`src/rtl/calc_pkg.sv`:
```
// Package: shared constants for the BCD calculator datapath.
// Assumes 4-bit operation codes and a 2-bit display select.
package calc_pkg;
    localparam logic [3:0] OP_ADD = 4'hF;
    localparam logic [3:0] OP_SUB = 4'hE;
    localparam logic [3:0] OP_MUL = 4'hD;

    typedef enum logic [1:0] {
        SHOW_A   = 2'b00,
        SHOW_B   = 2'b01,
        SHOW_RES = 2'b10,
        SHOW_NUL = 2'b11
    } show_sel_t;

    // True when the code is one of the three supported operations.
    function automatic logic op_is_valid(input logic [3:0] code);
        return (code == OP_ADD) || (code == OP_SUB) || (code == OP_MUL);
    endfunction
endpackage

```
`src/rtl/digit_shift_reg.sv`:
```
// digit_shift_reg: holds DIGITS decimal digits. On a load, every digit moves up
// one place and the new digit enters the least significant position.
// Assumes: synchronous active-low reset; clear and reset beat the load.
module digit_shift_reg #(
    parameter int DIGIT_W = 4,
    parameter int DIGITS  = 2
) (
    input  logic                      clk,
    input  logic                      rst_n,
    input  logic                      clr_i,
    input  logic                      ld_i,
    input  logic [DIGIT_W-1:0]        din_i,
    output logic [DIGIT_W*DIGITS-1:0] q_o
);
    localparam int W = DIGIT_W * DIGITS;

    logic [W-1:0] q;

    generate
        if (DIGITS > 1) begin : g_multi
            // Shift a new digit in at the low end; clear/reset take priority.
            always_ff @(posedge clk) begin
                if (!rst_n || clr_i) q <= '0;
                else if (ld_i)       q <= {q[W-DIGIT_W-1:0], din_i};
            end


            upper_shift_chk: assert property (@(posedge clk) disable iff (!rst_n)
                (ld_i && !clr_i) |=> (q[2*DIGIT_W-1:DIGIT_W] == $past(q[DIGIT_W-1:0])));
        end else begin : g_single
            // Single-digit variant: a load simply replaces the digit.
            always_ff @(posedge clk) begin
                if (!rst_n || clr_i) q <= '0;
                else if (ld_i)       q <= din_i;
            end
        end
    endgenerate


    low_digit_chk: assert property (@(posedge clk) disable iff (!rst_n)
        (ld_i && !clr_i) |=> (q[DIGIT_W-1:0] == $past(din_i)));

    assign q_o = q;
endmodule

```
`src/rtl/bcd_to_bin.sv`:
```
// bcd_to_bin: converts a packed BCD number (most significant digit first) to
// binary by repeated multiply-by-ten and add. Assumes each digit is 0..9.
module bcd_to_bin #(
    parameter int DIGITS = 2,
    parameter int BIN_W  = 7
) (
    input  logic [4*DIGITS-1:0] bcd_i,
    output logic [BIN_W-1:0]    bin_o
);
    // Horner evaluation over the digits, high digit first.
    always_comb begin
        bin_o = '0;
        for (int d = DIGITS - 1; d >= 0; d--) begin
            bin_o = bin_o * BIN_W'(10) + BIN_W'(bcd_i[d*4 +: 4]);
        end
    end
endmodule

```
`src/rtl/bin_to_bcd.sv`:
```
// bin_to_bcd: shift-and-add-3 conversion of a binary value to DIGITS BCD
// digits. Assumes the input is below 10**DIGITS.
module bin_to_bcd #(
    parameter int BIN_W  = 14,
    parameter int DIGITS = 4
) (
    input  logic [BIN_W-1:0]    bin_i,
    output logic [4*DIGITS-1:0] bcd_o
);
    localparam int BCD_W = 4 * DIGITS;

    // Per input bit: correct each digit that is five or more, then shift the bit in.
    always_comb begin
        bcd_o = '0;
        for (int i = BIN_W - 1; i >= 0; i--) begin
            for (int d = 0; d < DIGITS; d++) begin
                if (bcd_o[d*4 +: 4] >= 4'd5)
                    bcd_o[d*4 +: 4] = bcd_o[d*4 +: 4] + 4'd3;
            end
            bcd_o = {bcd_o[BCD_W-2:0], bin_i[i]};
        end
    end
endmodule

```
`src/rtl/calc_arith.sv`:
```
// calc_arith: binary add, saturating subtract or multiply, chosen by a 4-bit
// operation code. Unknown codes give zero. Assumes the result width holds
// the largest product.
module calc_arith #(
    parameter int IN_W  = 7,
    parameter int OUT_W = 14
) (
    input  logic [IN_W-1:0]  a_i,
    input  logic [IN_W-1:0]  b_i,
    input  logic [3:0]       op_i,
    output logic [OUT_W-1:0] y_o
);
    import calc_pkg::*;

    logic [OUT_W-1:0] a_x, b_x;

    assign a_x = OUT_W'(a_i);
    assign b_x = OUT_W'(b_i);

    // Select the operation; subtraction is clamped at zero.
    always_comb begin
        unique case (op_i)
            OP_ADD:  y_o = a_x + b_x;
            OP_SUB:  y_o = (a_x >= b_x) ? (a_x - b_x) : '0;
            OP_MUL:  y_o = a_x * b_x;
            default: y_o = '0;
        endcase
    end
endmodule

```
`src/rtl/bcd_calc_datapath.sv`:
```
// bcd_calc_datapath: two digit-shifting BCD operand registers, an operation
// register, a converted-arithmetic path and a BCD result register, plus a
// display selector. Assumes an external controller drives every strobe;
// reset is synchronous active low, and clear and reset beat all loads.
module bcd_calc_datapath #(
    parameter int OPND_DIGITS = 2,
    parameter int RES_DIGITS  = 4
) (
    input  logic                    clk,
    input  logic                    rst_n,
    input  logic                    clear_i,
    input  logic                    ld_a_i,
    input  logic                    ld_b_i,
    input  logic                    ld_op_i,
    input  logic                    ld_r_i,
    input  logic [3:0]              key_i,
    input  logic [1:0]              disp_sel_i,
    output logic [4*RES_DIGITS-1:0] disp_o
);
    import calc_pkg::*;

    localparam int OPND_W     = 4 * OPND_DIGITS;
    localparam int DISP_W     = 4 * RES_DIGITS;
    localparam int OPND_BIN_W = $clog2(10 ** OPND_DIGITS);
    localparam int RES_BIN_W  = $clog2(10 ** RES_DIGITS);
    localparam int N_OPND     = 2;

    logic [OPND_W-1:0]     opnd_q   [N_OPND];
    logic [OPND_BIN_W-1:0] opnd_bin [N_OPND];
    logic [N_OPND-1:0]     opnd_ld;
    logic [3:0]            op_q;
    logic [RES_BIN_W-1:0]  res_bin;
    logic [DISP_W-1:0]     res_bcd;
    logic [DISP_W-1:0]     res_q;

    assign opnd_ld = {ld_b_i, ld_a_i};

    // One storage-and-conversion lane per operand (index 0 = A, 1 = B).
    for (genvar k = 0; k < N_OPND; k++) begin : g_opnd
        digit_shift_reg #(.DIGIT_W(4), .DIGITS(OPND_DIGITS)) u_sreg (
            .clk   (clk),
            .rst_n (rst_n),
            .clr_i (clear_i),
            .ld_i  (opnd_ld[k]),
            .din_i (key_i),
            .q_o   (opnd_q[k])
        );
        bcd_to_bin #(.DIGITS(OPND_DIGITS), .BIN_W(OPND_BIN_W)) u_tobin (
            .bcd_i (opnd_q[k]),
            .bin_o (opnd_bin[k])
        );
    end

    calc_arith #(.IN_W(OPND_BIN_W), .OUT_W(RES_BIN_W)) u_arith (
        .a_i  (opnd_bin[0]),
        .b_i  (opnd_bin[1]),
        .op_i (op_q),
        .y_o  (res_bin)
    );

    bin_to_bcd #(.BIN_W(RES_BIN_W), .DIGITS(RES_DIGITS)) u_tobcd (
        .bin_i (res_bin),
        .bcd_o (res_bcd)
    );

    // Operation code register.
    always_ff @(posedge clk) begin
        if (!rst_n || clear_i) op_q <= '0;
        else if (ld_op_i)      op_q <= key_i;
    end

    // Result register, written only on the result strobe.
    always_ff @(posedge clk) begin
        if (!rst_n || clear_i) res_q <= '0;
        else if (ld_r_i)       res_q <= res_bcd;
    end

    // Display source selector with operand zero-extension.
    always_comb begin
        unique case (show_sel_t'(disp_sel_i))
            SHOW_A:   disp_o = DISP_W'(opnd_q[0]);
            SHOW_B:   disp_o = DISP_W'(opnd_q[1]);
            SHOW_RES: disp_o = res_q;
            default:  disp_o = '0;
        endcase
    end


    clear_all_chk: assert property (@(posedge clk) disable iff (!rst_n)
        clear_i |=> (opnd_q[0] == '0 && opnd_q[1] == '0 && op_q == '0 && res_q == '0));


    op_load_chk: assert property (@(posedge clk) disable iff (!rst_n)
        (ld_op_i && !clear_i) |=> (op_q == $past(key_i)));


    res_hold_chk: assert property (@(posedge clk) disable iff (!rst_n)
        (!ld_r_i && !clear_i) |=> (res_q == $past(res_q)));


    bad_op_zero_chk: assert property (@(posedge clk) disable iff (!rst_n)
        (ld_r_i && !clear_i && !op_is_valid(op_q)) |=> (res_q == '0));


    sub_floor_chk: assert property (@(posedge clk) disable iff (!rst_n)
        (ld_r_i && !clear_i && op_q == OP_SUB && opnd_bin[0] < opnd_bin[1]) |=> (res_q == '0));


    for (genvar d = 0; d < RES_DIGITS; d++) begin : g_digit_chk
        res_digit_range_chk: assert property (@(posedge clk) disable iff (!rst_n)
            ld_r_i |=> (res_q[d*4 +: 4] <= 4'd9));
    end
endmodule

```
`config.mk`:
```
export PLATFORM = sky130hd
export DESIGN_NAME = bcd_calc_datapath
export DESIGN_NICKNAME = d
export VERILOG_FILES = /design/src/rtl/calc_pkg.sv /design/src/rtl/digit_shift_reg.sv /design/src/rtl/bcd_to_bin.sv /design/src/rtl/bin_to_bcd.sv /design/src/rtl/calc_arith.sv /design/src/rtl/bcd_calc_datapath.sv
export SDC_FILE = /design/constraint.sdc
export NUM_CORES = 1
export LEC_CHECK = 0
export ABC_CLOCK_PERIOD_IN_PS = 19400
export CAP_MARGIN = 10
export CORE_AREA = 2 2 132 134
export DETAILED_ROUTE_END_ITERATION = 8
export DIE_AREA = 0 0 134 136
export PLACE_DENSITY = 0.66
export SLEW_MARGIN = 5
export SYNTH_ARGS = -nofsm -noshare
export SYNTH_HDL_FRONTEND = slang
export SYNTH_HIERARCHICAL = 1
export SYNTH_SLANG_ARGS = --single-unit
```
`constraint.sdc`:
```
create_clock -name clk -period 19.4 [get_ports clk]
set_input_delay 3.88 -clock clk [delete_from_list [all_inputs] [get_ports clk]]
set_output_delay 3.88 -clock clk [all_outputs]
set_load 0.05 [all_outputs]
```
==> run_results.csv <==
group,metric,value,unit
logic_synthesis,yosysUniqueCellTypes,110,
worst_hold_path,hp-start,"res_q[9]",
floorplanning,die_area,18200,um2
logic_synthesis,ys_seq_area_share,8.74,%
place,place_ws,2.81,ns
worst_setup_path,cpMostUsedCell,"ha_1",
global_route,overflow,0,
logic_synthesis,synthCells,1063,
drt,vias,7664,
global_route,use_met2,37.4,%
floorplanning,core,16900,um2
layout,antennaDiodeCount,0,
worst_setup_path,critical_path.top_delay_family,"adder cells",
logic_synthesis,synthArstFlopShare,0,%
timing,skew,0.00556,ns
power_and_ir_drop,power.density,22.3,nW/um2
worst_setup_path,critPathKind,"register to register",
place,place.gp.congestion,0.862,
floorplanning,initial_utilization,48.9,%
global_route,antenna_found_initial,0,
clock_tree,postCtsSetupBuffers,0,
layout,area_delta_synth_final,5.21,%
timing,final-hold-violation-count,0,
global_route,busiest_layer,"met2",
drt,wl_per_cell,15.8,um
logic_synthesis,synth-edff-count,0,
place,dp_hpwl,15800,um
outcome,outcome,"completed",
worst_setup_path,cp_slowest_stage_delay,0.80,ns
global_route,met3_usage,1.42,%
worst_setup_path,crit_path_max_fanout,11,
global_route,grt_use_met1,31.4,%
clock_tree,htree_levels,2,
worst_setup_path,rr_startpoint,"g_opnd[1].u_sreg/q_o[5]",
timing,worstMarginPinSlew,1.04,ns
global_route,grt_usage,22.1,%
clock_tree,cts_resized,0,
clock_tree,clk_latency,0.28,ns
logic_synthesis,avgSynthCellArea,7.76,um2
logic_synthesis,ys_warn_count,6,
clock_tree,cts_hold_buffers,0,
logic_synthesis,synth-main-ff-cell,"dfxtp_1",
drt,drtAntennaViolNets,0,
clock_tree,clkTransAtPathRegs,0.06,ns
drt,routed_wl,20200,um
global_route,first_global_vias,7023,
timing,relSlewSlack,30.4,%
clock_tree,cts_tree,"built",
power_and_ir_drop,power_leakage,3.73,nW
layout,nets,1174,
worst_setup_path,cp-startpoint,"g_opnd[1].u_sreg/q_o[5]",
worst_hold_path,worstHoldPathType,"register to register",
floorplanning,fp.dieW,134,um
floorplanning,num_rows,48,
floorplanning,pin_count,29,
logic_synthesis,synth_seq_cells,36,
timing,fin_tns_setup,0,ns
worst_setup_path,required,19.60,ns
place,port_buffers,28,
clock_tree,numCtsBuffers,5,
power_and_ir_drop,irDropWorstVdd,41.2,uV
worst_setup_path,slowest_stage,"o31ai_1",
floorplanning,die_y,136,um
global_route,grt_max_degree,26,
job,max_cap_violations,0,
clock_tree,cts_buffer_depth,2,
timing,setup_violations,0,
drt,drc,0,
timing,report.final.slew_viol_count,0,
timing,period_needed,16.80,ns
global_route,grt_pass1_wl,34300,um
timing,fmax,59.5,MHz
worst_setup_path,start_kind,"register",
drt,drt-initial-drc-count,581,
logic_synthesis,syn-num-nets,1186,
worst_setup_path,critPathCaptureType,"register",
layout,drive_above_1_share,7.23,%
clock_tree,root_buffer,"clkbuf_16",
drt,dr.pass1.iters,7,
worst_setup_path,cp.arrival,17.00,ns
layout,fillerInstances,1644,
timing,rsz0062_at_grt,"no",
clock_tree,cts.sinks,36,
worst_setup_path,cp_num_buf_inv,10,
drt,vias_per_cell,6.01,
logic_synthesis,synthesis.area,8240,um2
timing,setup_slack,2.60,ns
timing,period_share,86.6,%
layer usage:
| metal | routed length (um) | up-vias |
|---|---|---|
| met5 | 0 | - |
| met4 | 238 | 0 |
| met3 | 634 | 16 |
| met2 | 9400 | 174 |
| met1 | 9910 | 3599 |
| li1 | - | 3875 |
cell families (layout without fill, tap and decap cells):
| family | count (synthesis) | in the layout | synth area share (%) |
|---|---|---|---|
| xor+xnor | 37 | 37 | 4.43 |
| fa+ha+maj | 111 | 111 | 19.5 |
| compound gates | 305 | 305 | 28.4 |
| buf+inv | 123 | 111 | 6.92 |
| simple gates | 381 | 381 | 23.2 |
| mux | 70 | 70 | 8.82 |
| flops | 36 | 36 | 8.74 |
cells in the mapped netlist, types with 7 or more instances:
library cell,count,area share [%]
a211oi_1,11,1.0
and3_1,9,0.68
nand3_1,32,1.9
a21o_1,13,1.2
or3_1,11,0.83
mux2i_1,61,7.4
dfxtp_1,36,8.7
nand2_1,79,3.6
o21a_1,7,0.64
o2111a_1,7,0.96
o21ai_1,13,0.79
ha_1,80,12
nand2b_1,17,1.3
buf_6,7,0.96
inv_1,65,3.0
o211ai_1,18,1.6
o2bb2ai_1,10,1.1
fa_1,30,7.3
nor2_1,107,4.9
a21oi_1,56,3.4
o22ai_1,7,0.53
nor3_1,23,1.4
xnor2_1,21,2.2
a31oi_1,9,0.68
clkbuf_1,22,1.0
and2_1,42,3.2
buf_2,10,0.61
o31ai_1,8,0.73
o21ai_0,44,2.7
nand4_1,12,0.91
xor2_1,12,1.3
nor2b_1,12,0.91
worst paths after layout:
| kind | slack (ns) | to | cells past startpoint |
|---|---|---|---|
| setup reg to reg | 2.60 | res_q[14] | 67 |
| hold / removal | 0.49 | res_q[9] | 2 |
| setup / recovery | 2.60 | res_q[14] | 67 |
| hold reg to reg | 0.49 | res_q[9] | 2 |
power breakdown:
group          total [mW]  switching (mW)  internal (mW)
clock              0.0761          0.0294         0.0467
sequential         0.0770         0.00181         0.0752
combinational      0.0405          0.0237         0.0168
total               0.194          0.0549          0.139
worst min-delay path, cell delays in order, from the launching register on:
cell and delay [ns]:
dfxtp_1 0.32, mux2i_1 0.06, nor2_1 0.07
cells in the final DEF, fill, tap and decap left out, drive strengths merged, types with 12 or more instances in the layout:
cell type      synthesis  routed
nand3                 32      32
xor2                  13      13
mux2i                 61      61
or3                   12      12
nor3                  23      23
inv                   69      69
nand4                 12      12
fa                    30      30
a211oi                14      14
o21ai                 62      62
xnor2                 24      24
nand2                 79      79
nand2b                17      17
clkdlybuf4s50          0      28
nor2                 109     109
o211ai                18      18
dfxtp                 36      36
a21o                  14      14
nor2b                 14      14
and2                  42      42
ha                    80      80
a21oi                 62      62
flip-flops by register name, summed over array words and instances (netlist names):
register,flops
res_q,16
op_q,4
g_opnd.u_sreg/q_o,16
through the flow:
stage	util [%]	cells	cell area [um2]	total power [mW]	hold WS (ns)
floorplan	-	1063	8240	0.110	0.452
global placement	50.6	1269	8540	0.118	0.464
detailed placement	50.6	1269	8540	0.118	0.478
CTS	51.4	1276	8670	0.195	0.495
global route	51.4	1276	8670	0.202	0.521
finish	51.4	1276	8670	0.194	0.492
area by class of cell:
cell class	instances	area, um2	share of cell area, %
Inverter	71	267	3.07
Clock buffer	6	129	1.49
Clock inverter	1	5.00	0.0577
Tap cell	225	282	3.25
Timing Repair Buffer	33	318	3.66
Sequential cell	36	721	8.31
Multi-Input combinational cell	904	6950	80.2
(Power assumes the default switching activity.)
